`src/rtl/spi_sclk_pkg.sv`:
```
package spi_sclk_pkg;

    // Default field widths for the divider settings
    localparam int DEF_PRE_W  = 8;
    localparam int DEF_POST_W = 8;

    // Strobe bundle presented to the shift engine
    typedef struct packed {
        logic half;
        logic full;
    } tick_t;

    localparam tick_t TICK_NONE = '{half: 1'b0, full: 1'b0};

endpackage

```
`src/rtl/spi_sclk_cfg.sv`:
```
module spi_sclk_cfg #(
    parameter int PRE_W  = spi_sclk_pkg::DEF_PRE_W,
    parameter int POST_W = spi_sclk_pkg::DEF_POST_W,
    localparam int HW    = PRE_W - 1
) (
    input  logic              clk,
    input  logic              rst_n,
    input  logic              en,
    input  logic              cpol_in,
    input  logic [PRE_W-1:0]  pre_in,
    input  logic [POST_W-1:0] post_in,
    output logic              run,
    output logic              active,
    output logic [HW-1:0]     half_max,
    output logic [POST_W-1:0] post_max,
    output logic              cpol_lat
);

    typedef struct packed {
        logic              run;
        logic [HW-1:0]     hmax;
        logic [POST_W-1:0] post;
        logic              cpol;
    } cfg_state_t;

    cfg_state_t s_d, s_q;
    logic [PRE_W-1:0] pre_even;

    always_comb begin
        s_d      = s_q;
        s_d.run  = en;
        pre_even = {pre_in[PRE_W-1:1], 1'b0};
        if (pre_even < PRE_W'(2)) begin
            pre_even = PRE_W'(2);
        end
        if (en && !s_q.run) begin
            s_d.hmax = pre_even[PRE_W-1:1] - HW'(1);
            s_d.post = post_in;
            s_d.cpol = cpol_in;
        end
    end

    always_ff @(posedge clk or negedge rst_n) begin
        if (!rst_n) begin
            s_q <= '0;
        end else begin
            s_q <= s_d;
        end
    end

    assign run      = s_q.run;
    assign active   = en && s_q.run;
    assign half_max = s_q.hmax;
    assign post_max = s_q.post;
    assign cpol_lat = s_q.cpol;


    cfg_hold_chk: assert property (@(posedge clk) disable iff (!rst_n)
        (s_q.run && $past(s_q.run)) |-> ($stable(s_q.hmax) && $stable(s_q.post) && $stable(s_q.cpol)));

endmodule

```
`src/rtl/spi_sclk_prescaler.sv`:
```
module spi_sclk_prescaler #(
    parameter int PRE_W = spi_sclk_pkg::DEF_PRE_W,
    localparam int HW   = PRE_W - 1
) (
    input  logic          clk,
    input  logic          rst_n,
    input  logic          active,
    input  logic [HW-1:0] half_max,
    output logic          stride
);

    typedef struct packed {
        logic [HW-1:0] cnt;
    } pre_state_t;

    pre_state_t s_d, s_q;

    always_comb begin
        s_d    = s_q;
        stride = active && (s_q.cnt == half_max);
        if (!active || stride) begin
            s_d.cnt = '0;
        end else begin
            s_d.cnt = s_q.cnt + HW'(1);
        end
    end

    always_ff @(posedge clk or negedge rst_n) begin
        if (!rst_n) begin
            s_q <= '0;
        end else begin
            s_q <= s_d;
        end
    end


    pre_bound_chk: assert property (@(posedge clk) disable iff (!rst_n)
        active |-> (s_q.cnt <= half_max));


    pre_clear_chk: assert property (@(posedge clk) disable iff (!rst_n)
        !$past(active) |-> (s_q.cnt == '0));

endmodule

```
`src/rtl/spi_sclk_postdiv.sv`:
```
module spi_sclk_postdiv #(
    parameter int POST_W = spi_sclk_pkg::DEF_POST_W
) (
    input  logic              clk,
    input  logic              rst_n,
    input  logic              active,
    input  logic              stride,
    input  logic [POST_W-1:0] post_max,
    output logic              edge_evt
);

    typedef struct packed {
        logic [POST_W-1:0] cnt;
    } post_state_t;

    post_state_t s_d, s_q;

    always_comb begin
        s_d      = s_q;
        edge_evt = stride && (s_q.cnt == post_max);
        if (!active || edge_evt) begin
            s_d.cnt = '0;
        end else if (stride) begin
            s_d.cnt = s_q.cnt + POST_W'(1);
        end
    end

    always_ff @(posedge clk or negedge rst_n) begin
        if (!rst_n) begin
            s_q <= '0;
        end else begin
            s_q <= s_d;
        end
    end


    post_bound_chk: assert property (@(posedge clk) disable iff (!rst_n)
        active |-> (s_q.cnt <= post_max));


    post_clear_chk: assert property (@(posedge clk) disable iff (!rst_n)
        !$past(active) |-> (s_q.cnt == '0));

endmodule

```
`src/rtl/spi_sclk_gen.sv`:
```
module spi_sclk_gen #(
    parameter int PRE_W  = spi_sclk_pkg::DEF_PRE_W,
    parameter int POST_W = spi_sclk_pkg::DEF_POST_W
) (
    input  logic              clk,
    input  logic              rst_n,
    input  logic              en,
    input  logic              cpol,
    input  logic [PRE_W-1:0]  pre_div,
    input  logic [POST_W-1:0] post_div,
    output logic              sclk,
    output logic              half_tick,
    output logic              full_tick
);

    import spi_sclk_pkg::*;

    localparam int HW = PRE_W - 1;

    typedef struct packed {
        logic  sclk;
        tick_t tick;
    } out_state_t;

    logic              run, active, cpol_lat, stride, edge_evt;
    logic [HW-1:0]     half_max;
    logic [POST_W-1:0] post_max;
    out_state_t        s_d, s_q;

    spi_sclk_cfg #(.PRE_W(PRE_W), .POST_W(POST_W)) u_cfg (
        .clk      (clk),
        .rst_n    (rst_n),
        .en       (en),
        .cpol_in  (cpol),
        .pre_in   (pre_div),
        .post_in  (post_div),
        .run      (run),
        .active   (active),
        .half_max (half_max),
        .post_max (post_max),
        .cpol_lat (cpol_lat)
    );

    spi_sclk_prescaler #(.PRE_W(PRE_W)) u_pre (
        .clk      (clk),
        .rst_n    (rst_n),
        .active   (active),
        .half_max (half_max),
        .stride   (stride)
    );

    spi_sclk_postdiv #(.POST_W(POST_W)) u_post (
        .clk      (clk),
        .rst_n    (rst_n),
        .active   (active),
        .stride   (stride),
        .post_max (post_max),
        .edge_evt (edge_evt)
    );

    always_comb begin
        s_d      = s_q;
        s_d.tick = TICK_NONE;
        if (!en || !run) begin
            // idle, or the enable edge that captures the polarity
            s_d.sclk = cpol;
        end else if (edge_evt) begin
            s_d.sclk      = ~s_q.sclk;
            s_d.tick.half = 1'b1;
            s_d.tick.full = (s_q.sclk != cpol_lat);
        end
    end

    always_ff @(posedge clk or negedge rst_n) begin
        if (!rst_n) begin
            s_q <= '0;
        end else begin
            s_q <= s_d;
        end
    end

    assign sclk      = s_q.sclk;
    assign half_tick = s_q.tick.half;
    assign full_tick = s_q.tick.full;


    idle_level_chk: assert property (@(posedge clk) disable iff (!rst_n)
        !en |=> ((sclk == $past(cpol)) && !half_tick && !full_tick));


    toggle_match_chk: assert property (@(posedge clk) disable iff (!rst_n)
        ($past(en) && $past(run)) |-> (half_tick == (sclk != $past(sclk))));


    full_on_idle_chk: assert property (@(posedge clk) disable iff (!rst_n)
        full_tick |-> (half_tick && (sclk == cpol_lat)));


    start_level_chk: assert property (@(posedge clk) disable iff (!rst_n)
        (en && !run) |=> ((sclk == $past(cpol)) && !half_tick));

endmodule

```
`config.mk`:
```
export PLATFORM = sky130hd
export DESIGN_NAME = spi_sclk_gen
export DESIGN_NICKNAME = d
export VERILOG_FILES = /design/src/rtl/spi_sclk_pkg.sv /design/src/rtl/spi_sclk_cfg.sv /design/src/rtl/spi_sclk_prescaler.sv /design/src/rtl/spi_sclk_postdiv.sv /design/src/rtl/spi_sclk_gen.sv
export SDC_FILE = /design/constraint.sdc
export NUM_CORES = 1
export LEC_CHECK = 0
export ABC_AREA = 1
export BUFFER_PORTS_ARGS = -buffer_cell sky130_fd_sc_hd__buf_4
export CAP_MARGIN = 20
export CORE_MARGIN = 2
export CORE_UTILIZATION = 39
export DETAILED_ROUTE_END_ITERATION = 8
export PLACE_DENSITY = 0.64
export SLEW_MARGIN = 20
export SYNTH_ARGS = -nofsm -noshare
export SYNTH_HDL_FRONTEND = slang
export SYNTH_HIERARCHICAL = 1
export SYNTH_SLANG_ARGS = --single-unit
```
`constraint.sdc`:
```
create_clock -name clk -period 2.61 [get_ports clk]
set_clock_uncertainty 0.05 [all_clocks]
set_input_delay 0.522 -clock clk [delete_from_list [all_inputs] [get_ports clk]]
set_output_delay 0.522 -clock clk [all_outputs]
set_load 0.005 [all_outputs]
```
* After elaboration in Yosys (flattened, before gate mapping)
Cells that the tools add are included.
** Word-level totals
- Bits in read-only memories :: 0
- Register bits :: 35
- Memory bits (writable) :: 0
- Memories kept :: 0
- Latch bits :: 0
- Bits of input ports :: 20
- Output and inout port bits :: 3
** Cells by class
- Bitwise logic cells :: 1
- Shift operators :: 0
- Div/mod/pow operators :: 0
- Reduce and logical (&&, ||, !) cells :: 12
- Magnitude comparators :: 1
- $add $sub $neg :: 3
- Equality and inequality tests :: 3
- Multiplexer cells :: 7
- Multipliers :: 0
** Operators with widths (count)
- $mux W8 :: 3
- $add A8 B1 Y8 const B :: 1
- $eq A8 B8 Y1 :: 1
- $lt A8 B2 Y1 const B :: 1
- $add A7 B1 Y7 const B :: 1
- $eq A7 B7 Y1 :: 1
- $mux W7 :: 1
- $sub A7 B1 Y7 const B :: 1
- $logic_and A1 B1 Y1 :: 4
- $reduce_bool A2 Y1 :: 2
- $logic_not A1 Y1 :: 3
- $logic_or A1 B1 Y1 :: 3
- $mux W3 :: 1
- $mux W2 :: 1
- $mux W1 :: 1
- $ne A1 B1 Y1 :: 1
- $not A1 Y1 :: 1

* Depth between registers and ports, before layout
Gate-level depths: netlist of run 1.
- Word-level depth :: 5
- Gate-level depth with buffers :: 15

* By module
Netlist of run 1, hierarchy kept.
** By module, submodules not included
- spi_sclk_cfg :: area an instance 793.3 um2, cells an instance 100, times used 1, seq. area each 425.4 um2
- spi_sclk_postdiv :: area an instance 600.6 um2, cells an instance 87, times used 1, seq. area each 200.2 um2
- spi_sclk_prescaler :: area an instance 466.7 um2, cells an instance 71, times used 1, seq. area each 175.2 um2
- spi_sclk_gen :: area an instance 138.9 um2, cells an instance 15, times used 1, seq. area each 75.1 um2

* Worst setup path after synthesis of run 1
No wires, ideal clock.
- Path kind :: input-to-reg
- Start :: input port en
- End :: register s_q, in the netlist full_tick
- Arrival time :: 1.798 ns
- Stages :: 13
- Setup time :: 0.071 ns
- Setup slack :: 0.691 ns
- Path through :: nand2_1 > inv_1 > inv_1 > nor3_1 > buf_6 > inv_2 > a21oi_1 > nand4_1 > nor3_1 > inv_2 > nor2_4 > inv_2 > nor2_1
** RTL lines
- from (decl) :: line spi_sclk_gen.sv:7 : input logic en,
- to (signal assigned) :: line spi_sclk_gen.sv:76 : s_q <= '0;
- to (signal assigned) :: line spi_sclk_gen.sv:78 : s_q <= s_d;
- to (decl) :: line spi_sclk_gen.sv:28 : out_state_t s_d, s_q;

==> results of run 1 <==
synthesized netlist by cell type (all sizes together):
master	instances	area (um2)
a21oi	7	35.0
o21bai	1	18.8
nand4	3	18.8
nand3	14	75.1
o211ai	1	7.51
dfrtp	35	876
or2	1	6.26
o21ai	5	25.0
a31oi	1	6.26
xor2	9	78.8
nand2	94	365
ha	3	37.5
nor2	36	160
nand3b	1	7.51
inv	50	188
buf	3	30.0
nor3	4	20.0
xnor2	5	43.8
cell type report:
type                    instances  share of cell area
clock buffers                   5              0.0295
clock inverters                 3              0.0188
inverters                      50              0.0804
multi-input cells             185               0.388
flip-flops and latches         35               0.375
well taps                      70              0.0375
repair buffers                 22              0.0707
logic make-up (layout without fill, tap and decap cells):
group,after synthesis,after routing,synth area share
compound gates,15,15,0.0463
xor+xnor,14,14,0.0613
simple gates,153,153,0.327
flops,35,35,0.438
buf+inv,53,80,0.109
fa+ha+maj,3,3,0.0188
flip-flops by register name (all words and copies together), names as in the netlist, 7 cells and up:
signal,cells
u_cfg/half_max,7
u_pre/s_q,7
u_cfg/post_max,8
u_post/s_q,8
worst paths after layout:
| kind | cells past startpoint | endpoint | slack [ns] |
|---|---|---|---|
| setup / recovery | 14 | full_tick$_DFF_PN0_ | 0.49 |
| hold reg to reg | 2 | u_cfg/post_max[0]$_DFFE_PN0P_ | 0.43 |
| hold / removal | 1 | u_pre/s_q[1]$_DFF_PN0_ | 0.12 |
| max in group asynchronous | 1 | u_cfg/half_max[3]$_DFFE_PN0P_ | 2.07 |
| min in group clk | 1 | u_cfg/run$_DFF_PN0_ | 0.32 |
| setup reg to reg | 14 | full_tick$_DFF_PN0_ | 0.49 |
per-stage QoR:
step / utilization / hold slack, ns
after floorplan: - / 0.176
after global placement: 0.441 / 0.406
after detailed placement: 0.441 / 0.414
after CTS: 0.463 / 0.143
after global routing: 0.463 / 0.159
final: 0.463 / 0.121
per-layer routing:
layer | vias up | global-route usage | routed length, um
li1 | 870 | - | -
met1 | 710 | 0.209 | 1980
met2 | 23 | 0.246 | 1680
met3 | 9 | 0.0357 | 113
met4 | 0 | 0.0760 | 93
met5 | - | 0 | 0
report_power, final:
group	leakage, nW	switching (mW)	internal, mW	total [mW]
registers	0.454	0.0303	0.578	0.608
clock network	0.0581	0.207	0.284	0.491
logic	0.679	0.0958	0.0698	0.166
==> flow_summary.yaml, run 1 <==
routing:
  wl_per_cell_um: 10.4
  ant_nets: 0
  initialDrtViolationCount: 77
  routed_wl_um: 3860
  via_per_inst: 4.36
  post-route-drc-count: 0
  num_vias: 1612
  firstDrtPassIters: 4
synthesis:
  synth.distinct_cells: 26
  synth-seq-area-share: 0.438
  synthesis.area_um2: 2000
  syn_area_per_cell_um2: 7.32
  synth_cells: 273
  synth.net_count: 296
  ys_warn_count: 6
  synth_seq_cells: 35
timing:
  maxSlewHeadroom: 0.701
  max_freq_mhz: 471
  final_hold_viol_count: 0
  worstMarginPinSlew_ns: 0.449
  fin_setup_tns_ns: 0
  fin_ws_ns: 0.488
  post-route-min-period_ns: 2.12
  rsz0062_at_grt: "no"
  finalCritPeriodShare: 0.813
  maxSlewViolCount: 0
  setup_viol: 0
final_layout:
  ff_latch_area_um2: 876
  finalNonFillerCells: 370
  fill_cells: 539
  multi_input_area_um2: 906
  num-nets-final: 322
  drive_gt1_frac: 0.150
  diodes: 0
  mostFrequentLayoutCell: "nand2_1"
  fin_area_um2: 2330
  area_growth_pct: 16.8
  final_cell_mix: "nand2_1, inv_1, dfrtp_1, nor2_1, buf_4"
floorplan:
  num_io_pins: 23
  start_util: 0.397
  die-area_um2: 5720
  coreArea_um2: 5040
  fp.dieH_um: 75.6
  fp-row-count: 26
  dieWidth_um: 75.6
critical_path:
  worst_path_max_delay_cell: "dfrtp_1"
  crit_chain: "inv_1, nand2_1, nand2_1, nor2_1, nand2_1, nor3_1, inv_2, a21oi_1, nand4_1, nor3_1, inv_2, nor2_4, inv_2, nor2_1"
  crit_path_max_incr_delay_ns: 0.44
  cp.arrival_ns: 2.30
  r2r_start: "u_pre/s_q[2]$_DFF_PN0_"
  crit_buf_inv: 4
  crit_start: "u_pre/s_q[2]$_DFF_PN0_"
  cp_top_family: "simple AND/OR/NAND/NOR gates"
  criticalPathCategory: "register to register"
  start_kind: "register"
  path_max_fanout: 5
  cp.required_ns: 2.79
  endpoint_kind: "register"
pwr:
  power.density_nw_per_um2: 542
  vdd_drop_max_v: 0.000258
  p_leak_nw: 1.19
  finalPower_mw: 1.26
global_route:
  grt_usage: 0.158
  grt_pass1_vias: 1524
  gr-total-overflow: 0
  grt_pass1_wl_um: 6730
  grt_max_degree: 36
  antenna_found_initial: 0
placed_design:
  place.gp.congestion: 0.818
  hpwl_um: 2860
  io_buffers: 21
  postPlaceCellArea_um2: 2220
  post-place-cells: 362
  dpl_worst_slack_ns: 0.349
clocking:
  post_cts_resized: 0
  clock_path_buffers: 2
  cts_setup_buffers: 0
  cts_root_buf: "clkbuf_8"
  clk_latency_ns: 0.29
  cts_hold_buf: 0
  cts_tree: "built"
  numCtsBuffers: 5
  cts.clk_slew.worst_paths_ns: 0.08
  cts_sinks: 35
  htreeDepth: 2
run_status:
  status: "finished, final reports clean"
worst_hold_path:
  hp-class: "input pin to async pin"
flow_run:
  drv_cap: 0
Power figures use the tool's default switching activity.
==> run 2, diff against run 1 <==
clock period = 1.97 ns   (was 2.61 ns; I/O delays follow)
==> flow_summary.yaml, run 2 (same netlist as run 1, synthesis figures left out) <==
placed_design:
  io_buffers: 21
  hpwl_um: 2780
  dpl_worst_slack_ns: -0.0305
  place.gp.congestion: 0.807
pwr:
  p_int_mw: 1.38
  p_leak_nw: 1.27
  vdd_drop_max_v: 0.000486
  comb_power_share: 0.135
  power_switching_mw: 0.444
  pwr-share-seq: 0.442
  power.density_nw_per_um2: 729
  clockPowerShare: 0.423
  netSwitchingFraction: 0.244
global_route:
  gr-total-overflow: 0
  grt_pass1_vias: 1441
  antenna_found_initial: 0
  grt_pass1_wl_um: 6470
  use_met1: 0.221
  grtUsageMet2: 0.215
  use_met3: 0.0317
  grt_usage: 0.150
  grt_max_degree: 36
  grt_most_used_layer: "met1"
floorplan:
  dieWidth_um: 75.6
  die-area_um2: 5720
  num_io_pins: 23
  fp-row-count: 26
  start_util: 0.397
  fp.dieH_um: 75.6
  coreArea_um2: 5040
flow_run:
  drv_cap: 0
clocking:
  cts.clk_slew.worst_paths_ns: 0.07
  cts_sinks: 35
  numCtsBuffers: 5
  htreeDepth: 2
  cts_tree: "built"
  clk_latency_ns: 0.29
  cts_root_buf: "clkbuf_8"
  cts_hold_buf: 0
  clock_path_buffers: 2
final_layout:
  drive_gt1_frac: 0.213
  area_growth_pct: 24.9
  multi_input_area_um2: 933
  final_util: 0.495
  final_cell_mix: "nand2_1, inv_1, dfrtp_1, buf_4, nor2_1"
  fill_cells: 500
  ff_latch_area_um2: 876
  num-nets-final: 336
  diodes: 0
  mostFrequentLayoutCell: "nand2_1"
timing:
  setup_viol: 0
  fin_ws_ns: 0.0518
  final_hold_viol_count: 6
  timing.hold.ws_ns: -0.00260
  rsz0062_at_grt: "yes"
  finalCritPeriodShare: 0.974
  worstMarginPinSlew_ns: 0.446
  post-route-min-period_ns: 1.92
  fin_setup_tns_ns: 0
  maxSlewHeadroom: 0.703
  max_freq_mhz: 521
  maxSlewViolCount: 0
run_status:
  status: "finished, violations left"
  violations: "negative hold slack"
critical_path:
  cp.required_ns: 2.10
  cp.arrival_ns: 2.05
  crit_start: "u_pre/s_q[4]$_DFF_PN0_"
  path_max_fanout: 7
  cp_common_cell: "nand2_1"
  crit_buf_inv: 2
  crit_path_max_incr_delay_ns: 0.41
  crit_chain: "nand2_1, nand2_1, nor2_1, nand2_1, nor3_2, buf_4, buf_4, nand3_1, nor3_1, xor2_1, nor2_1"
  criticalPathCategory: "register to register"
  cp_top_family: "simple AND/OR/NAND/NOR gates"
  start_kind: "register"
  worst_path_max_delay_cell: "dfrtp_1"
  endpoint_kind: "register"
  r2r_start: "u_pre/s_q[4]$_DFF_PN0_"
routing:
  wl_per_cell_um: 9.97
  initialDrtViolationCount: 84
  routed_wl_um: 3830
  firstDrtPassIters: 4
  ant_nets: 0
  post-route-drc-count: 0
  via_per_inst: 4.34
  num_vias: 1666
worst_hold_path:
  hp-class: "input pin to async pin"
## run 2: stage by stage
| stage | std cells | area (um2) | power, mW |
|---|---|---|---|
| 2_1_floorplan | 273 | 2000 | 0.959 |
| 3_3_place_gp | 374 | 2310 | 1.05 |
| 3_5_place_dp | 374 | 2310 | 1.05 |
| 4_1_cts | 382 | 2450 | 1.83 |
| 5_1_grt | 384 | 2500 | 1.92 |
| 6_report | 384 | 2500 | 1.82 |
## run 2: power by group through the flow
stage	clock network (mW)	registers (mW)	logic [mW]
floorplan	0	0.809	0.149
CTS	0.788	0.804	0.236
global placement	0	0.816	0.230
detailed placement	0	0.818	0.234
finish	0.770	0.805	0.247
global route	0.824	0.813	0.285
## run 2: path summary, 6_finish.rpt
| check | end | slack, ns | cells after the start |
|---|---|---|---|
| setup / recovery | u_post/s_q[6]$_DFFE_PN0P_ | 0.05 | 11 |
| min in group clk | u_cfg/post_max[6]$_DFFE_PN0P_ | 0.25 | 3 |
| max in group asynchronous | u_cfg/half_max[5]$_DFFE_PN0P_ | 1.55 | 1 |
| hold / removal | u_pre/s_q[2]$_DFF_PN0_ | -0.003 | 1 |
| setup reg to reg | u_post/s_q[6]$_DFFE_PN0P_ | 0.05 | 11 |
| hold reg to reg | u_cfg/post_max[4]$_DFFE_PN0P_ | 0.45 | 2 |
## run 2: timing repair
action,CTS,global route
cloned,0,0
setup buffers,0,2
setup endpoints to repair,2,11
pin swaps,1,13
resized for setup,1,9
## run 2: final cells by class
| type | instances | area share |
|---|---|---|
| multi-input combinational | 185 | 0.374 |
| timing repair buffer | 36 | 0.110 |
| sequential | 35 | 0.351 |
| clock inverter | 3 | 0.0271 |
| tap | 70 | 0.0351 |
| clock buffer | 5 | 0.0276 |
| inverter | 50 | 0.0762 |
## run 2: routing by layer
layer  wire (um)  vias to the layer above
met4          68                        0
met3         127                        7
met5           0                        -
met1        1970                      733
li1            -                      900
met2        1660                       26
